--- config.mk ---
export PLATFORM = sky130hd
export DESIGN_NAME = intc_vpic
export DESIGN_NICKNAME = d
export VERILOG_FILES = /design/src/rtl/intc_pkg.sv /design/src/rtl/intc_src_bank.sv /design/src/rtl/intc_vec_merge.sv /design/src/rtl/intc_pri_store.sv /design/src/rtl/intc_arbiter.sv /design/src/rtl/intc_vpic.sv
export SDC_FILE = /design/constraint.sdc
export NUM_CORES = 1
export LEC_CHECK = 0
export ABC_AREA = 1
export BUFFER_PORTS_ARGS = -buffer_cell sky130_fd_sc_hd__buf_2
export CORE_MARGIN = 10
export CORE_UTILIZATION = 39
export DETAILED_ROUTE_END_ITERATION = 16
export GPL_TIMING_DRIVEN = 0
export PLACE_DENSITY = 0.58
export SYNTH_ARGS = -nofsm -noshare
export SYNTH_HDL_FRONTEND = slang
export SYNTH_HIERARCHICAL = 1
export SYNTH_SLANG_ARGS = --single-unit
export TNS_END_PERCENT = 50
--- constraint.sdc ---
create_clock -name clk -period 73.5 [get_ports clk]
set_clock_uncertainty 0.1 [all_clocks]
set_input_delay 7.35 -clock clk [delete_from_list [all_inputs] [get_ports clk]]
set_output_delay 7.35 -clock clk [all_outputs]
set_load 0.005 [all_outputs]
--- src/rtl/intc_pkg.sv ---
package intc_pkg;
   localparam int REG_W   = 32;
   localparam int ADDR_W  = 8;
   localparam int VEC_W   = 6;
   localparam int PRI_W   = 3;
   localparam int PRI_FLD = 4;   // nibble per vector in a level word
   localparam int MAX_FLAG_WORDS = 8;
   localparam int MAX_PRI_WORDS  = 16;

   localparam logic [ADDR_W-1:0] CTRL_ADDR = 8'h20;
   localparam logic [ADDR_W-1:0] STAT_ADDR = 8'h21;

   typedef logic [PRI_W-1:0] pri_t;
   typedef logic [VEC_W-1:0] vec_t;
endpackage

--- src/rtl/intc_src_bank.sv ---
module intc_src_bank
   import intc_pkg::*;
#(
   parameter int NUM_SRC = 96
) (
   input  logic               clk,
   input  logic               rst_n,
   input  logic [NUM_SRC-1:0] irq_req,
   input  logic [NUM_SRC-1:0] clr_mask,
   input  logic [NUM_SRC-1:0] en_we,
   input  logic [NUM_SRC-1:0] en_d,
   output logic [NUM_SRC-1:0] flag_q,
   output logic [NUM_SRC-1:0] en_q,
   output logic [NUM_SRC-1:0] gated
);
   for (genvar s = 0; s < NUM_SRC; s++) begin : g_cell
      always_ff @(posedge clk or negedge rst_n) begin
         if (!rst_n) begin
            flag_q[s] <= 1'b0;
            en_q[s]   <= 1'b0;
         end else begin
            flag_q[s] <= (flag_q[s] & ~clr_mask[s]) | irq_req[s];
            if (en_we[s]) en_q[s] <= en_d[s];
         end
      end
   end

   assign gated = flag_q & en_q;

   p_req_sets_r1 : assert property (@(posedge clk) disable iff (!rst_n)
      1'b1 |=> ((flag_q & $past(irq_req)) == $past(irq_req)));

   p_clear_only_r2 : assert property (@(posedge clk) disable iff (!rst_n)
      1'b1 |=> ((~flag_q & $past(flag_q) & ~$past(clr_mask)) == '0));
endmodule

--- src/rtl/intc_vec_merge.sv ---
module intc_vec_merge
   import intc_pkg::*;
#(
   parameter int NUM_SRC = 96,
   parameter int NUM_VEC = 64
) (
   input  logic [NUM_SRC-1:0] gated,
   output logic [NUM_VEC-1:0] vec_pend
);
   always_comb begin
      vec_pend = '0;
      for (int s = 0; s < NUM_SRC; s++) begin
         vec_pend[s % NUM_VEC] = vec_pend[s % NUM_VEC] | gated[s];
      end
   end
endmodule

--- src/rtl/intc_pri_store.sv ---
module intc_pri_store
   import intc_pkg::*;
#(
   parameter int NUM_VEC = 64
) (
   input  logic                         clk,
   input  logic                         rst_n,
   input  logic [NUM_VEC-1:0]           pri_we,
   input  logic [NUM_VEC-1:0][PRI_W-1:0] pri_d,
   output logic [NUM_VEC-1:0][PRI_W-1:0] pri_q
);
   for (genvar v = 0; v < NUM_VEC; v++) begin : g_lvl
      always_ff @(posedge clk or negedge rst_n) begin
         if (!rst_n)        pri_q[v] <= '0;
         else if (pri_we[v]) pri_q[v] <= pri_d[v];
      end
   end
endmodule

--- src/rtl/intc_arbiter.sv ---
module intc_arbiter
   import intc_pkg::*;
#(
   parameter int NUM_VEC = 64,
   parameter int SRS_W   = 4,
   parameter int DED_SRS = 1
) (
   input  logic                          clk,
   input  logic                          rst_n,
   input  logic [NUM_VEC-1:0]            vec_pend,
   input  logic [NUM_VEC-1:0][PRI_W-1:0] pri_q,
   input  logic                          mode_multi,
   input  logic [SRS_W-1:0]              single_srs,
   output vec_t                          out_vec,
   output pri_t                          out_pri,
   output logic [SRS_W-1:0]              out_srs
);
   localparam logic [SRS_W-1:0] DED = SRS_W'(DED_SRS);

   vec_t             best_v;
   pri_t             best_p;
   logic [SRS_W-1:0] srs_d;

   // descending scan with >= leaves the lowest index on ties
   always_comb begin
      best_v = '0;
      best_p = '0;
      for (int v = NUM_VEC - 1; v >= 0; v--) begin
         if (vec_pend[v] && (pri_q[v] != '0) && (pri_q[v] >= best_p)) begin
            best_p = pri_q[v];
            best_v = VEC_W'(v);
         end
      end
   end

   always_comb begin
      if (best_p == '0)       srs_d = '0;
      else if (mode_multi)    srs_d = (best_p == 3'd7) ? DED : '0;
      else                    srs_d = single_srs;
   end

   always_ff @(posedge clk or negedge rst_n) begin
      if (!rst_n) begin
         out_vec <= '0;
         out_pri <= '0;
         out_srs <= '0;
      end else begin
         out_vec <= best_v;
         out_pri <= best_p;
         out_srs <= srs_d;
      end
   end

   p_idle_zero_r5 : assert property (@(posedge clk) disable iff (!rst_n)
      (out_pri == '0) |-> ((out_vec == '0) && (out_srs == '0)));

   p_ded_set_r7 : assert property (@(posedge clk) disable iff (!rst_n)
      mode_multi |=> ((out_pri != 3'd7) || (out_srs == DED)));
endmodule

--- src/rtl/intc_vpic.sv ---
module intc_vpic
   import intc_pkg::*;
#(
   parameter int NUM_SRC = 96,
   parameter int NUM_VEC = 64,
   parameter int SRS_W   = 4,
   parameter int DED_SRS = 1
) (
   input  logic               clk,
   input  logic               rst_n,
   input  logic [NUM_SRC-1:0] irq_req,
   input  logic               reg_wr,
   input  logic [7:0]         reg_addr,
   input  logic [31:0]        reg_wdata,
   output logic [31:0]        reg_rdata,
   output logic [5:0]         cpu_vec,
   output logic [2:0]         cpu_pri,
   output logic [SRS_W-1:0]   cpu_srs
);
   localparam int FLAG_WORDS = (NUM_SRC + REG_W - 1) / REG_W;
   localparam int VEC_PER_W  = REG_W / PRI_FLD;
   localparam int PRI_WORDS  = (NUM_VEC + VEC_PER_W - 1) / VEC_PER_W;

   if (NUM_VEC < 1 || NUM_VEC > (1 << VEC_W)) begin : g_bad_vec
      $error("NUM_VEC out of range");
   end
   if (NUM_SRC < 1 || FLAG_WORDS > MAX_FLAG_WORDS) begin : g_bad_src
      $error("NUM_SRC out of range");
   end
   if (PRI_WORDS > MAX_PRI_WORDS) begin : g_bad_pri
      $error("too many level words");
   end
   if (SRS_W < 1 || SRS_W > 4 || DED_SRS >= (1 << SRS_W)) begin : g_bad_srs
      $error("shadow set width or dedicated set out of range");
   end

   logic flag_hit, ena_hit, pri_hit, ctrl_hit;
   assign flag_hit = (reg_addr[7:3] == 5'd0);
   assign ena_hit  = (reg_addr[7:3] == 5'd1);
   assign pri_hit  = (reg_addr[7:4] == 4'd1);
   assign ctrl_hit = (reg_addr == CTRL_ADDR);

   logic [NUM_SRC-1:0] clr_mask, en_we, en_d, flag_q, en_q, gated;
   logic [NUM_VEC-1:0] vec_pend, pri_we;
   logic [NUM_VEC-1:0][PRI_W-1:0] pri_d, pri_q;

   for (genvar s = 0; s < NUM_SRC; s++) begin : g_src_dec
      localparam int WI = s / REG_W;
      localparam int BI = s % REG_W;
      assign clr_mask[s] = reg_wr && flag_hit && (int'(reg_addr[2:0]) == WI) && reg_wdata[BI];
      assign en_we[s]    = reg_wr && ena_hit && (int'(reg_addr[2:0]) == WI);
      assign en_d[s]     = reg_wdata[BI];
   end

   for (genvar v = 0; v < NUM_VEC; v++) begin : g_vec_dec
      localparam int WI = v / VEC_PER_W;
      localparam int LO = (v % VEC_PER_W) * PRI_FLD;
      assign pri_we[v] = reg_wr && pri_hit && (int'(reg_addr[3:0]) == WI);
      assign pri_d[v]  = reg_wdata[LO +: PRI_W];
   end

   logic             mode_multi;
   logic [SRS_W-1:0] single_srs;
   always_ff @(posedge clk or negedge rst_n) begin
      if (!rst_n) begin
         mode_multi <= 1'b0;
         single_srs <= '0;
      end else if (reg_wr && ctrl_hit) begin
         mode_multi <= reg_wdata[0];
         single_srs <= reg_wdata[8 +: SRS_W];
      end
   end

   intc_src_bank #(.NUM_SRC(NUM_SRC)) u_bank (
      .clk(clk), .rst_n(rst_n), .irq_req(irq_req), .clr_mask(clr_mask),
      .en_we(en_we), .en_d(en_d), .flag_q(flag_q), .en_q(en_q), .gated(gated));

   intc_vec_merge #(.NUM_SRC(NUM_SRC), .NUM_VEC(NUM_VEC)) u_merge (
      .gated(gated), .vec_pend(vec_pend));

   intc_pri_store #(.NUM_VEC(NUM_VEC)) u_lvl (
      .clk(clk), .rst_n(rst_n), .pri_we(pri_we), .pri_d(pri_d), .pri_q(pri_q));

   intc_arbiter #(.NUM_VEC(NUM_VEC), .SRS_W(SRS_W), .DED_SRS(DED_SRS)) u_arb (
      .clk(clk), .rst_n(rst_n), .vec_pend(vec_pend), .pri_q(pri_q),
      .mode_multi(mode_multi), .single_srs(single_srs),
      .out_vec(cpu_vec), .out_pri(cpu_pri), .out_srs(cpu_srs));

   // read path
   logic [MAX_FLAG_WORDS*REG_W-1:0] flag_pad, en_pad;
   logic [MAX_PRI_WORDS*REG_W-1:0]  pri_pad;
   always_comb begin
      flag_pad = '0;
      en_pad   = '0;
      pri_pad  = '0;
      flag_pad[NUM_SRC-1:0] = flag_q;
      en_pad[NUM_SRC-1:0]   = en_q;
      for (int v = 0; v < NUM_VEC; v++) pri_pad[v*PRI_FLD +: PRI_W] = pri_q[v];
   end

   always_comb begin
      reg_rdata = '0;
      if (flag_hit && int'(reg_addr[2:0]) < FLAG_WORDS)
         reg_rdata = flag_pad[reg_addr[2:0]*REG_W +: REG_W];
      else if (ena_hit && int'(reg_addr[2:0]) < FLAG_WORDS)
         reg_rdata = en_pad[reg_addr[2:0]*REG_W +: REG_W];
      else if (pri_hit && int'(reg_addr[3:0]) < PRI_WORDS)
         reg_rdata = pri_pad[reg_addr[3:0]*REG_W +: REG_W];
      else if (ctrl_hit) begin
         reg_rdata[0]          = mode_multi;
         reg_rdata[8 +: SRS_W] = single_srs;
      end else if (reg_addr == STAT_ADDR) begin
         reg_rdata[5:0]  = cpu_vec;
         reg_rdata[10:8] = cpu_pri;
      end
   end

   p_no_pend_idle_r3 : assert property (@(posedge clk) disable iff (!rst_n)
      (gated == '0) |=> (cpu_pri == '0));
endmodule

==> results.json, run 1 <==
{
  "cp.arrival_ns": 66.57,
  "cp_max_fo": 8,
  "ant_nets": 0,
  "synth_top_area_frac": 0.346,
  "fin_area_um2": 33600,
  "hp-class": "flip-flop to flip-flop",
  "slew_headroom": 0.317,
  "cts_tree": "built",
  "layout-drive-gt1-share": 0.133,
  "slowest_delay_ns": 0.39,
  "initial_utilization": 0.392,
  "io_buffers": 182,
  "die-height_um": 293,
  "outcome": "complete, no violations",
  "cts_root_buf": "clkbuf_16",
  "globalplace.congestion": 0.982,
  "hold_start": "u_bank/en_q[75]$_DFFE_PN0P_",
  "ys_warn_count": 6,
  "synthCells": 4766,
  "path_class": "flip-flop to flip-flop",
  "power_density_nw_per_um2": 18.3,
  "antenna_found_initial": 3,
  "start_kind": "flip-flop",
  "min_path_cells": 2,
  "fmax_ghz": 0.0151,
  "die_x_um": 293,
  "finalCritPeriodShare": 0.900,
  "hold_end": "u_bank/en_q[75]$_DFFE_PN0P_",
  "reg2reg_from": "u_bank/flag_q[63]$_DFF_PN0_",
  "grt_pass1_wl_um": 168000,
  "worst_pin_slew_ns": 1.01,
  "cts_buffers": 51,
  "final_cell_mix": "nand2_1 (2156), inv_1 (861), dfrtp_1 (402), nand3_1 (294), buf_2 (204)",
  "vias": 29900,
  "clockBufferDepth": 3,
  "synth_area_leaders": "dfrtp_1 (35%), nand2_1 (28%), inv_1 (11%)",
  "wire_per_inst_um": 18.6,
  "wl_met1_um": 50000,
  "dp_hpwl_um": 86700,
  "hold_viol_final": 0,
  "wl_met3_um": 8530,
  "wl_um": 112000,
  "cp_slowest_cell": "dfrtp_1",
  "rows": 100,
  "cts_setup_buffers": 0,
  "startpoint": "u_bank/flag_q[63]$_DFF_PN0_",
  "clk_latency_ns": 0.62,
  "r2r_cells": 545,
  "dr.max_layer_used": "met5",
  "slew_viol_final": 0,
  "clk_pin_slew_ns": 0.06,
  "setup.worst_path.end_class": "flip-flop",
  "syn_area_per_cell_um2": 6.10,
  "ys_types": 48,
  "wl_met2_um": 49900,
  "whs_ns": 0.394,
  "syn_area_um2": 29100,
  "gr-total-overflow": 0,
  "irDropWorstVdd_v": 0.0000154,
  "ys_seq_elements": 402,
  "post-route-drc-count": 0,
  "io_pins": 184,
  "grt_start_max_net_pins": 105,
  "leakage_nw": 19.5,
  "final_common_cell": "nand2_1",
  "r2r_slack_ns": 7.33,
  "clock_sinks": 402,
  "core_area_um2": 74200,
  "drt_iter0_drc": 2813,
  "yosysTopAreaCell": "dfrtp_1",
  "fin_nets": 5244,
  "rr_endpoint": "u_arb/out_srs[3]$_DFF_PN0_",
  "fillers": 7926,
  "routed_via_density": 4.95,
  "setup_viol": 0,
  "ys_seq_area_frac": 0.346,
  "syn_nets": 4973,
  "crit_required_ns": 73.89,
  "place_area_um2": 31800,
  "grt_pass1_vias": 27500,
  "cp_common_cell": "inv_1",
  "dp.cells": 5953,
  "die-area_um2": 85900,
  "drv_cap": 0,
  "dr.pass1.iters": 5,
  "fin_crit_ns": 66.17,
  "htreeDepth": 2,
  "instances_no_fill": 6048,
  "area_growth_pct": 15.4,
  "grtUsageTotal": 0.256
}
-- kinds of logic after synthesis --
logic type	synth area share
compound gates	0.0717
simple gates	0.413
fa+ha+maj	0.0293
flops	0.346
buf+inv	0.140
-- stage by stage --
stage / total power [mW] / setup slack [ns] / util / setup TNS (ns)
CTS: 0.618 / 6.97 / 0.452 / 0
detailed placement: 0.349 / 7.27 / 0.428 / 0
floorplan: 0.303 / 16.53 / - / 0
global placement: 0.347 / 7.91 / 0.421 / 0
finish: 0.616 / 7.33 / 0.452 / 0
global route: 0.642 / -0.0192 / 0.452 / -0.0400
-- cells in the mapped netlist, drive strengths merged --
cell type	instances
a211oi	2
a21boi	3
a21oi	147
a22o	6
a311oi	3
a31o	1
a31oi	5
and2	2
buf	64
clkbuf	38
clkinv	3
dfrtp	402
ha	68
inv	942
nand2	2307
nand3	339
nand4	23
nor2	152
nor3	31
nor3b	1
nor4	2
o2111ai	1
o211ai	6
o21a	10
o21ai	170
o21bai	7
o22ai	6
o311ai	2
o31ai	9
or2	12
or3	2
-- report_power, final --
group / internal (mW) / switching, mW / total, mW
clock: 0.160 / 0.108 / 0.268
combinational: 0.0322 / 0.0723 / 0.105
sequential: 0.231 / 0.0120 / 0.243
-- area by class of cell --
type,count,area (um2),area share
diodes,1,2.50,0.0000745
plain buffers,102,536,0.0160
clock buffers,71,1490,0.0444
clock inverters,23,300,0.00894
inverters,945,3550,0.106
multi-input cells,3317,15000,0.447
flip-flops and latches,402,10100,0.300
well taps,969,1210,0.0361
repair buffers,218,1410,0.0421
-- flip-flops by register name, indices dropped and copies added, names as in the netlist --
register       count
u_lvl/pri_q      192
u_bank/en_q       96
u_bank/flag_q     96
u_arb/out_vec      6
single_srs         4
u_arb/out_srs      4
u_arb/out_pri      3
mode_multi         1
-- per-layer routing --
layer  vias up  global-route usage
met5         -                   0
met4         4              0.0850
met3       161              0.0402
met2      1066               0.409
met1     13800               0.350
li1      14900                   -
-- timing repair --
| item | CTS | global route |
|---|---|---|
| setup endpoints to repair | 0 | 13 |
| hold buffers | 0 | 0 |
| gates resized for setup | 0 | 12 |
-- worst max-delay path by stage --
stage / cells past startpoint / end / slack (ns)
2_1_floorplan: 543 / u_arb/out_srs[0]$_DFF_PN0_ / 16.53
3_3_place_gp: 541 / u_arb/out_srs[3]$_DFF_PN0_ / 7.91
3_5_place_dp: 536 / u_arb/out_srs[1]$_DFF_PN0_ / 7.27
4_1_cts: 538 / u_arb/out_srs[3]$_DFF_PN0_ / 6.97
5_1_grt: 548 / u_arb/out_srs[3]$_DFF_PN0_ / -0.02
6_report: 545 / u_arb/out_srs[3]$_DFF_PN0_ / 7.33
-- worst max-delay path: cells and delay by family, from the launching register on --
kind            cells  cell delay, ns
flops               1            0.39
fa+ha+maj          63           17.97
simple gates      214           20.19
buf+inv           120            7.54
compound gates    148           19.61
(Power assumes the default switching activity.)
==> run 2: changes to the inputs <==
==> constraint.sdc (replaced) <==
create_clock -name clk -period 78.7 [get_ports clk]
set_clock_uncertainty 0.1 [all_clocks]
set_input_delay 7.87 -clock clk [delete_from_list [all_inputs] [get_ports clk]]
set_output_delay 7.87 -clock clk [all_outputs]
set_load 0.005 [all_outputs]
==> results.json, run 2 (synthesis gave the netlist of run 1 again) <==
{
  "rsz0062_at_grt": "false",
  "r2r_slack_ns": 11.42,
  "cts_setup_buffers": 0,
  "cp.arrival_ns": 67.67,
  "routed_via_density": 4.96,
  "io_buffers": 182,
  "ant_nets": 0,
  "irDropWorstVdd_v": 0.0000144,
  "setup.worst_path.end_class": "flip-flop",
  "r2r_cells": 541,
  "reg2reg_from": "u_bank/en_q[63]$_DFFE_PN0P_",
  "fin_crit_ns": 67.28,
  "gr-total-overflow": 0,
  "hold_viol_final": 0,
  "grt_start_max_net_pins": 105,
  "clk_latency_ns": 0.62,
  "dr.pass1.iters": 6,
  "path_class": "flip-flop to flip-flop",
  "fillers": 7929,
  "finalCritPeriodShare": 0.855,
  "crit_required_ns": 79.09,
  "layout-drive-gt1-share": 0.133,
  "slew_viol_final": 0,
  "die-height_um": 293,
  "globalplace.congestion": 0.982,
  "die-area_um2": 85900,
  "final_common_cell": "nand2_1",
  "cts_hold_buffers": 0,
  "reg.largest.list": "u_lvl/pri_q: 192 flops, u_bank/en_q: 96 flops, u_bank/flag_q: 96 flops",
  "cp_common_cell": "inv_1",
  "cp_slowest_cell": "o21ai_0",
  "worst_pin_slew_ns": 1.03,
  "min_path_cells": 2,
  "fin_nets": 5244,
  "wire_per_inst_um": 18.5,
  "post-route-drc-count": 0,
  "cts_resized": 0,
  "dp_hpwl_um": 86700,
  "io_pins": 184,
  "hp-class": "flip-flop to flip-flop",
  "final_cell_mix": "nand2_1 (2156), inv_1 (861), dfrtp_1 (402), nand3_1 (294), buf_2 (204)",
  "antenna_found_initial": 3,
  "core_area_um2": 74200,
  "startpoint": "u_bank/en_q[63]$_DFFE_PN0P_",
  "grt_pass1_vias": 27500,
  "leakage_nw": 19.5,
  "vias": 30000,
  "area_growth_pct": 15.4,
  "die_x_um": 293,
  "hold_start": "u_bank/en_q[43]$_DFFE_PN0P_",
  "fmax_ghz": 0.0149,
  "grt_pass1_wl_um": 168000,
  "cts_root_buf": "clkbuf_16",
  "drt_iter0_drc": 2853,
  "tns_ns": 0,
  "slew_headroom": 0.312,
  "clk_pin_slew_ns": 0.06,
  "clock_sinks": 402,
  "cp_max_fo": 8,
  "drv_cap": 0,
  "initial_utilization": 0.392,
  "wl_um": 112000,
  "cts_tree": "built",
  "power_density_nw_per_um2": 17.1,
  "whs_ns": 0.393,
  "htreeDepth": 2,
  "largest_reg_flops": 192,
  "regMostFlops": "u_lvl/pri_q",
  "hold_end": "u_bank/en_q[43]$_DFFE_PN0P_",
  "rr_endpoint": "u_arb/out_srs[3]$_DFF_PN0_",
  "clockBufferDepth": 3,
  "cts_buffers": 51,
  "slowest_delay_ns": 0.71,
  "setup_viol": 0,
  "outcome": "complete, no violations",
  "rows": 100,
  "start_kind": "flip-flop",
  "grtUsageTotal": 0.256
}
[run 2: cell count changes in the layout (fill, tap and decap cells not counted)]
cell	previous run	this run
o21ai_4	1	0
diode_2	1	3
o21ai_0	147	157
o21ai_1	19	10
[run 2: layer usage]
| layer | vias to the layer above | track usage | wire length (um) |
|---|---|---|---|
| met2 | 1124 | 0.409 | 49800 |
| met1 | 13900 | 0.350 | 49600 |
| met4 | 4 | 0.0850 | 3840 |
| met5 | - | 0 | 23 |
| li1 | 14900 | - | - |
| met3 | 160 | 0.0402 | 8870 |
[run 2: final cells by class]
class	instances	area, um2	area share
Buffer	102	536	0.0160
Multi-Input combinational cell	3317	15000	0.447
Tap cell	969	1210	0.0361
Sequential cell	402	10100	0.300
Antenna cell	3	7.51	0.000224
Inverter	945	3550	0.106
Clock buffer	71	1490	0.0444
Timing Repair Buffer	218	1410	0.0421
Clock inverter	23	300	0.00895
[run 2: power by group]
part	switching [mW]	total, mW	leakage (nW)	internal (mW)
Clock	0.101	0.250	0.882	0.149
Combinational	0.0675	0.0976	13.6	0.0300
Sequential	0.0113	0.227	5.06	0.216
[run 2: worst max-delay path, delay by kind of cell, from the launching register on]
family          cells  cell delay, ns
compound gates    148           20.76
fa+ha+maj          63           18.25
buf+inv           120            7.54
simple gates      210           19.91
flops               1            0.39
[run 2: worst max path at each step]
stage	to	slack [ns]	depth (start not counted)
after floorplan	u_arb/out_srs[0]$_DFF_PN0_	21.73	543
after global placement	u_arb/out_srs[3]$_DFF_PN0_	13.11	541
final	u_arb/out_srs[3]$_DFF_PN0_	11.42	541
after global routing	u_arb/out_srs[3]$_DFF_PN0_	3.97	544
after detailed placement	u_arb/out_srs[1]$_DFF_PN0_	12.47	536
after CTS	u_arb/out_srs[3]$_DFF_PN0_	12.17	538
[run 2: per-stage QoR]
step	util	power [mW]	cells	setup slack, ns	cell area [um2]
after floorplan	-	0.283	4766	21.73	29100
after global routing	0.452	0.600	6047	3.97	33600
after CTS	0.452	0.577	6047	12.17	33600
after detailed placement	0.428	0.326	5953	12.47	31800
final	0.452	0.575	6050	11.42	33600
after global placement	0.421	0.324	5917	13.11	31200
